### src/rtl/bwin_pkg.sv
package bwin_pkg;

  // bytes in the data window and in one configuration dword
  localparam int unsigned WIN_BYTES = 4;
  localparam int unsigned WIN_W     = 8 * WIN_BYTES;

  // dword index inside the capability structure
  localparam int unsigned IDX_W      = 3;
  localparam int unsigned CAP_DWORDS = 5;
  localparam logic [IDX_W-1:0] IDX_HDR  = 3'd0;
  localparam logic [IDX_W-1:0] IDX_BAR  = 3'd1;
  localparam logic [IDX_W-1:0] IDX_OFF  = 3'd2;
  localparam logic [IDX_W-1:0] IDX_LEN  = 3'd3;
  localparam logic [IDX_W-1:0] IDX_DATA = 3'd4;

  typedef enum logic [1:0] {
    ST_IDLE = 2'd0,
    ST_BUS  = 2'd1,
    ST_DONE = 2'd2
  } win_state_e;

endpackage

### src/rtl/bwin_check.sv
module bwin_check
  import bwin_pkg::*;
#(
  parameter int unsigned OFF_W = 32,
  parameter int unsigned LEN_W = 32
) (
  input  logic [LEN_W-1:0]     len,
  input  logic [OFF_W-1:0]     off,
  output logic                 legal,
  output logic [WIN_BYTES-1:0] mask
);

  localparam int unsigned MAX_LOG = $clog2(WIN_BYTES);

  logic size_hit;
  logic aligned;

  // sizes 2**k for k = 0..MAX_LOG are legal; alignment is checked against the same k
  always_comb begin
    size_hit = 1'b0;
    aligned  = 1'b0;
    mask     = '0;
    for (int k = 0; k <= int'(MAX_LOG); k++) begin
      if (len == LEN_W'(1 << k)) begin
        size_hit = 1'b1;
        mask     = WIN_BYTES'((1 << (1 << k)) - 1);
        aligned  = ((off & OFF_W'((1 << k) - 1)) == '0);
      end
    end
    legal = size_hit && aligned;
  end

endmodule

### src/rtl/bwin_regs.sv
module bwin_regs
  import bwin_pkg::*;
#(
  parameter int unsigned BAR_W     = 8,
  parameter int unsigned OFF_W     = 32,
  parameter int unsigned LEN_W     = 32,
  parameter logic [7:0]  CAP_ID    = 8'h09,
  parameter logic [7:0]  NEXT_PTR  = 8'h00,
  parameter logic [7:0]  TYPE_CODE = 8'h05
) (
  input  logic                 clk,
  input  logic                 rst_n,
  input  logic                 wr_en,
  input  logic [IDX_W-1:0]     idx,
  input  logic                 in_cap,
  input  logic [WIN_BYTES-1:0] wr_be,
  input  logic [WIN_W-1:0]     wr_data,
  input  logic                 ld_en,
  input  logic [WIN_BYTES-1:0] ld_mask,
  input  logic [WIN_W-1:0]     ld_data,
  output logic [BAR_W-1:0]     bar_q,
  output logic [OFF_W-1:0]     off_q,
  output logic [LEN_W-1:0]     len_q,
  output logic [WIN_W-1:0]     data_q,
  output logic [WIN_W-1:0]     rd_word
);

  localparam int unsigned OFF_BYTES = OFF_W / 8;
  localparam int unsigned LEN_BYTES = LEN_W / 8;
  localparam logic [7:0]  CAP_LEN_B = 8'(CAP_DWORDS * 4);

  // ---------------- selector byte ----------------
  logic             bar_en;
  logic [BAR_W-1:0] bar_d;

  always_comb begin
    bar_en = wr_en && (idx == IDX_BAR) && wr_be[0];
    bar_d  = wr_data[BAR_W-1:0];
  end

  always_ff @(posedge clk or negedge rst_n) begin
    if (!rst_n)      bar_q <= '0;
    else if (bar_en) bar_q <= bar_d;
  end

  // ---------------- offset bytes ----------------
  for (genvar i = 0; i < int'(OFF_BYTES); i++) begin : g_off
    logic       en;
    logic [7:0] d;
    logic [7:0] q;
    always_comb begin
      en = wr_en && (idx == IDX_OFF) && wr_be[i];
      d  = wr_data[8*i +: 8];
    end
    always_ff @(posedge clk or negedge rst_n) begin
      if (!rst_n)  q <= '0;
      else if (en) q <= d;
    end
    assign off_q[8*i +: 8] = q;
  end

  // ---------------- size bytes ----------------
  for (genvar i = 0; i < int'(LEN_BYTES); i++) begin : g_len
    logic       en;
    logic [7:0] d;
    logic [7:0] q;
    always_comb begin
      en = wr_en && (idx == IDX_LEN) && wr_be[i];
      d  = wr_data[8*i +: 8];
    end
    always_ff @(posedge clk or negedge rst_n) begin
      if (!rst_n)  q <= '0;
      else if (en) q <= d;
    end
    assign len_q[8*i +: 8] = q;
  end

  // ---------------- data window bytes ----------------
  // a lane is loaded either by a config write or by a back-end read capture
  for (genvar i = 0; i < int'(WIN_BYTES); i++) begin : g_data
    logic       en;
    logic [7:0] d;
    logic [7:0] q;
    always_comb begin
      en = (wr_en && (idx == IDX_DATA) && wr_be[i]) || (ld_en && ld_mask[i]);
      d  = ld_en ? ld_data[8*i +: 8] : wr_data[8*i +: 8];
    end
    always_ff @(posedge clk or negedge rst_n) begin
      if (!rst_n)  q <= '0;
      else if (en) q <= d;
    end
    assign data_q[8*i +: 8] = q;
  end

  // ---------------- read mux ----------------
  always_comb begin
    rd_word = '0;
    if (in_cap) begin
      case (idx)
        IDX_HDR:  rd_word = {TYPE_CODE, CAP_LEN_B, NEXT_PTR, CAP_ID};
        IDX_BAR:  rd_word = WIN_W'(bar_q);
        IDX_OFF:  rd_word = WIN_W'(off_q);
        IDX_LEN:  rd_word = WIN_W'(len_q);
        IDX_DATA: rd_word = data_q;
        default:  rd_word = '0;
      endcase
    end
  end


  capture_vs_write_chk : assert property (@(posedge clk) disable iff (!rst_n)
    ld_en |-> !wr_en);

endmodule

### src/rtl/bwin_seq.sv
module bwin_seq
  import bwin_pkg::*;
(
  input  logic clk,
  input  logic rst_n,
  input  logic cfg_rd,
  input  logic cfg_wr,
  input  logic in_cap,
  input  logic win_hit,
  input  logic legal,
  input  logic bus_ready,
  output logic fld_wr_en,
  output logic ld_en,
  output logic cfg_ack,
  output logic rd_op,
  output logic bus_req,
  output logic bus_we,
  output logic win_err
);

  win_state_e state_q, state_d;
  logic       acc;
  logic       we_en, we_d, we_q;
  logic       err_en;

  // next state
  always_comb begin
    acc     = cfg_rd || cfg_wr;
    state_d = state_q;
    case (state_q)
      ST_IDLE: if (acc) state_d = (win_hit && legal) ? ST_BUS : ST_DONE;
      ST_BUS:  if (bus_ready) state_d = ST_DONE;
      ST_DONE: state_d = ST_IDLE;
      default: state_d = ST_IDLE;
    endcase
    we_en  = (state_q == ST_IDLE) && acc;
    we_d   = cfg_wr;
    err_en = (state_q == ST_IDLE) && acc && win_hit && !legal;
  end

  // registers
  always_ff @(posedge clk or negedge rst_n) begin
    if (!rst_n) state_q <= ST_IDLE;
    else        state_q <= state_d;
  end

  always_ff @(posedge clk or negedge rst_n) begin
    if (!rst_n)     we_q <= 1'b0;
    else if (we_en) we_q <= we_d;
  end

  always_ff @(posedge clk or negedge rst_n) begin
    if (!rst_n)      win_err <= 1'b0;
    else if (err_en) win_err <= 1'b1;
  end

  // outputs
  always_comb begin
    fld_wr_en = (state_q == ST_IDLE) && cfg_wr && in_cap;
    ld_en     = (state_q == ST_BUS) && bus_ready && !we_q;
    cfg_ack   = (state_q == ST_DONE);
    bus_req   = (state_q == ST_BUS);
    bus_we    = we_q;
    rd_op     = !we_q;
  end


  ack_single_chk : assert property (@(posedge clk) disable iff (!rst_n)
    cfg_ack |=> !cfg_ack);


  ack_after_ready_chk : assert property (@(posedge clk) disable iff (!rst_n)
    (bus_req && bus_ready) |=> (cfg_ack && !bus_req));


  err_sticky_chk : assert property (@(posedge clk) disable iff (!rst_n)
    win_err |=> win_err);

endmodule

### src/rtl/cfg_bar_window.sv
module cfg_bar_window
  import bwin_pkg::*;
#(
  parameter int unsigned CFG_AW    = 10,
  parameter int unsigned CAP_DW    = 16,
  parameter int unsigned BAR_W     = 8,
  parameter int unsigned OFF_W     = 32,
  parameter int unsigned LEN_W     = 32,
  parameter logic [7:0]  CAP_ID    = 8'h09,
  parameter logic [7:0]  NEXT_PTR  = 8'h00,
  parameter logic [7:0]  TYPE_CODE = 8'h05
) (
  input  logic                 clk,
  input  logic                 rst_n,
  input  logic                 cfg_rd,
  input  logic                 cfg_wr,
  input  logic [CFG_AW-1:0]    cfg_addr,
  input  logic [WIN_BYTES-1:0] cfg_be,
  input  logic [WIN_W-1:0]     cfg_wdata,
  output logic [WIN_W-1:0]     cfg_rdata,
  output logic                 cfg_ack,
  output logic                 bus_req,
  output logic                 bus_we,
  output logic [BAR_W-1:0]     bus_bar,
  output logic [OFF_W-1:0]     bus_addr,
  output logic [WIN_BYTES-1:0] bus_be,
  output logic [WIN_W-1:0]     bus_wdata,
  input  logic [WIN_W-1:0]     bus_rdata,
  input  logic                 bus_ready,
  output logic                 win_err
);

  localparam logic [CFG_AW-1:0] CAP_LO = CFG_AW'(CAP_DW);
  localparam logic [CFG_AW-1:0] CAP_HI = CFG_AW'(CAP_DW + CAP_DWORDS);

  // reset: asserted asynchronously, released on a clock edge
  logic [1:0] rst_pipe;
  logic       rst_n_i;

  always_ff @(posedge clk or negedge rst_n) begin
    if (!rst_n) rst_pipe <= '0;
    else        rst_pipe <= {rst_pipe[0], 1'b1};
  end
  assign rst_n_i = rst_pipe[1];

  // address decode
  logic             in_cap;
  logic [IDX_W-1:0] idx;
  logic             win_hit;

  always_comb begin
    in_cap  = (cfg_addr >= CAP_LO) && (cfg_addr < CAP_HI);
    idx     = IDX_W'(cfg_addr - CAP_LO);
    win_hit = in_cap && (idx == IDX_DATA);
  end

  logic [BAR_W-1:0]     bar_q;
  logic [OFF_W-1:0]     off_q;
  logic [LEN_W-1:0]     len_q;
  logic [WIN_W-1:0]     data_q;
  logic [WIN_W-1:0]     rd_word;
  logic                 legal;
  logic [WIN_BYTES-1:0] mask;
  logic                 fld_wr_en;
  logic                 ld_en;
  logic                 rd_op;

  bwin_check #(
    .OFF_W (OFF_W),
    .LEN_W (LEN_W)
  ) u_check (
    .len   (len_q),
    .off   (off_q),
    .legal (legal),
    .mask  (mask)
  );

  bwin_regs #(
    .BAR_W     (BAR_W),
    .OFF_W     (OFF_W),
    .LEN_W     (LEN_W),
    .CAP_ID    (CAP_ID),
    .NEXT_PTR  (NEXT_PTR),
    .TYPE_CODE (TYPE_CODE)
  ) u_regs (
    .clk     (clk),
    .rst_n   (rst_n_i),
    .wr_en   (fld_wr_en),
    .idx     (idx),
    .in_cap  (in_cap),
    .wr_be   (cfg_be),
    .wr_data (cfg_wdata),
    .ld_en   (ld_en),
    .ld_mask (mask),
    .ld_data (bus_rdata),
    .bar_q   (bar_q),
    .off_q   (off_q),
    .len_q   (len_q),
    .data_q  (data_q),
    .rd_word (rd_word)
  );

  bwin_seq u_seq (
    .clk       (clk),
    .rst_n     (rst_n_i),
    .cfg_rd    (cfg_rd),
    .cfg_wr    (cfg_wr),
    .in_cap    (in_cap),
    .win_hit   (win_hit),
    .legal     (legal),
    .bus_ready (bus_ready),
    .fld_wr_en (fld_wr_en),
    .ld_en     (ld_en),
    .cfg_ack   (cfg_ack),
    .rd_op     (rd_op),
    .bus_req   (bus_req),
    .bus_we    (bus_we),
    .win_err   (win_err)
  );

  // back-end fields come straight from storage; they cannot change while busy
  always_comb begin
    bus_bar   = bar_q;
    bus_addr  = off_q;
    bus_be    = mask;
    bus_wdata = data_q;
    cfg_rdata = (cfg_ack && rd_op) ? rd_word : '0;
  end


  bus_hold_chk : assert property (@(posedge clk) disable iff (!rst_n_i)
    (bus_req && !bus_ready) |=> (bus_req && $stable(bus_addr) && $stable(bus_we)
                                 && $stable(bus_be) && $stable(bus_wdata)
                                 && $stable(bus_bar)));


  bus_legal_chk : assert property (@(posedge clk) disable iff (!rst_n_i)
    bus_req |-> (legal && $countones(bus_be) != 0));

endmodule

### config.mk
export PLATFORM = sky130hd
export DESIGN_NAME = cfg_bar_window
export DESIGN_NICKNAME = d
export VERILOG_FILES = /design/src/rtl/bwin_pkg.sv /design/src/rtl/bwin_check.sv /design/src/rtl/bwin_regs.sv /design/src/rtl/bwin_seq.sv /design/src/rtl/cfg_bar_window.sv
export SDC_FILE = /design/constraint.sdc
export NUM_CORES = 1
export LEC_CHECK = 0
export ABC_CLOCK_PERIOD_IN_PS = 4550
export BUFFER_PORTS_ARGS = -buffer_cell sky130_fd_sc_hd__buf_2
export CAP_MARGIN = 25
export CORE_ASPECT_RATIO = 1.4
export CORE_MARGIN = 3
export CORE_UTILIZATION = 45
export CTS_CLUSTER_SIZE = 10
export DETAILED_ROUTE_END_ITERATION = 10
export PLACE_DENSITY = 0.73
export SETUP_SLACK_MARGIN = 0.02
export SYNTH_ARGS = -nofsm -noshare
export SYNTH_HDL_FRONTEND = slang
export SYNTH_SLANG_ARGS = --single-unit
### constraint.sdc
create_clock -name clk -period 4.55 [get_ports clk]
set_clock_uncertainty 0.15 [all_clocks]
set_input_delay 0.91 -clock clk [delete_from_list [all_inputs] [get_ports clk]]
set_output_delay 0.91 -clock clk [all_outputs]
set_load 0.03 [all_outputs]
==> flow_summary.json <==
{
  "arrival_ns": 2.89,
  "cts_tree": "done",
  "holdBufCountCts": 0,
  "cts_sinks": 110,
  "worst_slew_pin_slew_ns": 0.866,
  "cp-start-kind": "input port",
  "cp-startpoint": "cfg_addr[9]",
  "max-cap-violations": 0,
  "die_width_um": 101,
  "hold_viol": 0,
  "antenna_found_initial": 1,
  "setup_tns_ns": 0,
  "post-route-period-util_pct": 86.8,
  "core_mm2": 0.0121,
  "ys_warn_count": 0,
  "min_period_ns": 3.95,
  "dp_hpwl_um": 12400,
  "cts_buffers": 9,
  "yosysTopAreaCell": "dfrtp_1",
  "firstDrtPassIters": 4,
  "initial_core_util_pct": 47.0,
  "cp_data_required_time_ns": 3.49,
  "top_level_ports": 195,
  "synth.net_count": 575,
  "power.leakage_uw": 0.00386,
  "remaining_drc_errors": 0,
  "clk_pin_slew_worst_paths_ns": 0.08,
  "final_antenna_net_count": 0,
  "htree_levels": 3,
  "die_y_um": 139,
  "grt_pass1_wl_um": 26000,
  "grt_max_degree": 78,
  "cp_top_family": "simple AND/OR/NAND/NOR gates",
  "cts_resized": 0,
  "drive_above_1_share_pct": 50.1,
  "synthFlopType": "dfrtp_1",
  "die_area_mm2": 0.0140,
  "cp_num_buf_inv": 3,
  "grt_pass1_vias": 4919,
  "fmax_mhz": 253,
  "hold_class": "reg2async",
  "n_fill_cell": 1044,
  "crit_type": "in2out",
  "r2r_start": "u_seq.state_q[0]$_DFFE_PN0P_",
  "vias": 4728,
  "rows": 47,
  "whs_ns": 0.0318,
  "wire_per_inst_um": 20.2,
  "synth_cells": 492,
  "ys_ff_latch": 110,
  "slew_violations": 0,
  "run_status": "finished clean",
  "synth_area_mm2": 0.00567,
  "synth_top_cell_area_share_pct": 48.6,
  "gp_routability_congestion": 0.818,
  "clock_latency_ns": 0.35,
  "root_buffer": "clkbuf_16",
  "powerDensity_mw_per_mm2": 285,
  "slowest_delay_ns": 0.45,
  "cts_setup_buffers": 0,
  "slew_headroom_pct": 42.0,
  "via_per_inst": 5.69,
  "yosys-top-cells-count": "115 x mux2_2, 110 x dfrtp_1, 58 x nor2_1, 33 x a21oi_1, 28 x mux2i_1",
  "yosysMostFrequentCell": "mux2_2",
  "synth-edff-count": 0,
  "synth_seq_area_share_pct": 48.6,
  "crit_top_cell": "buf_2",
  "synthTopCellsByArea": "dfrtp_1 49%, mux2_2 23%, mux2i_1 4.9%, nor2_1 3.8%, a21oi_1 2.9%",
  "synthToLayoutAreaGrowth_pct": 26.0,
  "ys_types": 42,
  "crit_chain": "buf_2, nor4b_1, and2_1, nand4b_1, buf_12, a21oi_1, buf_2",
  "drt-total-wl_um": 16800,
  "async_flop_share_pct": 100,
  "syn_avg_cell_area_um2": 11.5,
  "ir_drop_v": 0.000225,
  "nets": 761,
  "setup_viol": 0,
  "grtUsageTotal_pct": 23.8,
  "r2r_slack_ns": 1.49,
  "clk_path_buf_depth": 2,
  "cp-end-kind": "output pin",
  "rsz0062_at_grt": "no",
  "port_buffers": 194,
  "crit_fanout": 25,
  "critPathSlowestCell": "nand4b_1",
  "drtIter0Drc": 185,
  "grt_remaining_overflow": 0
}
## cell type report
class / instances / area, um^2 / share of cell area (%)
timing repair buffer: 202 / 1060 / 14.9
multi-input combinational: 349 / 2780 / 38.9
clock inverter: 6 / 91.3 / 1.28
inverter: 6 / 22.5 / 0.315
tap: 147 / 184 / 2.58
sequential: 110 / 2760 / 38.6
clock buffer: 10 / 239 / 3.35
antenna: 1 / 2.50 / 0.0351
## state kept, by name, summed over array words and instances, names as in the netlist
signal           count
rst_pipe             2
u_regs.bar_q         8
u_regs.g_data.q     32
u_regs.g_len.q      32
u_regs.g_off.q      32
u_seq.bus_we         1
u_seq.state_q        2
u_seq.win_err        1
## cell families after synthesis
logic type	Yosys count	synth area share [%]
simple gates	127	11.2
mux	148	28.8
other cells	1	0.0662
compound gates	71	8.57
flops	110	48.6
xor+xnor	2	0.309
buf+inv	33	2.47
## per-layer routing
| metal | wire [um] | vias up | share of wire (%) | global-route usage, % |
|---|---|---|---|---|
| li1 | - | 2153 | - | - |
| met2 | 8830 | 177 | 53 | 42.1 |
| met4 | 586 | 0 | 3.5 | 10.1 |
| met1 | 6450 | 2366 | 38 | 28.4 |
| met3 | 919 | 32 | 5.5 | 2.87 |
| met5 | 0 | - | 0 | 0 |
## metrics by stage
step | setup slack (ns) | util [%] | instance area (um^2) | cells | power (uW)
after floorplan | 0.890 | - | 5670 | 492 | 1100
after global placement | 0.718 | 56.2 | 6780 | 813 | 1170
after detailed placement | 0.649 | 56.2 | 6780 | 813 | 1180
after CTS | 0.604 | 59.0 | 7110 | 829 | 2050
after global routing | 0.409 | 59.2 | 7140 | 831 | 2100
final | 0.600 | 59.2 | 7140 | 831 | 2040
## power breakdown
part | total, uW | internal, uW | switching [uW]
logic | 165 | 65.4 | 99.4
registers | 996 | 986 | 9.86
clock network | 875 | 502 | 372
total | 2040 | 1550 | 482
## final timing paths
kind | to | cells past startpoint
setup reg to reg | u_regs.g_data[0].q[5]$_DFFE_PN0P_ | 4
min in group clk | rst_pipe[1]$_DFF_PN0_ | 0
hold / removal | u_regs.g_off[1].q[7]$_DFFE_PN0P_ | 0
max in group asynchronous | u_regs.g_len[2].q[3]$_DFFE_PN0P_ | 2
hold reg to reg | u_regs.g_off[1].q[7]$_DFFE_PN0P_ | 0
setup / recovery | cfg_rdata[24] | 7
## placed cells by master, fill, tap and decap left out, types with 7 or more instances in the layout
cell       instances
o221a_1            8
nand2_1           19
mux2_2           115
clkbuf_16          9
nor4_1             7
a21oi_1           33
nand3b_1           9
buf_2            194
dfrtp_1          109
nor2b_1            9
mux2i_1           28
nor2_1            58
Note: power is estimated with default switching activity, not from simulation.
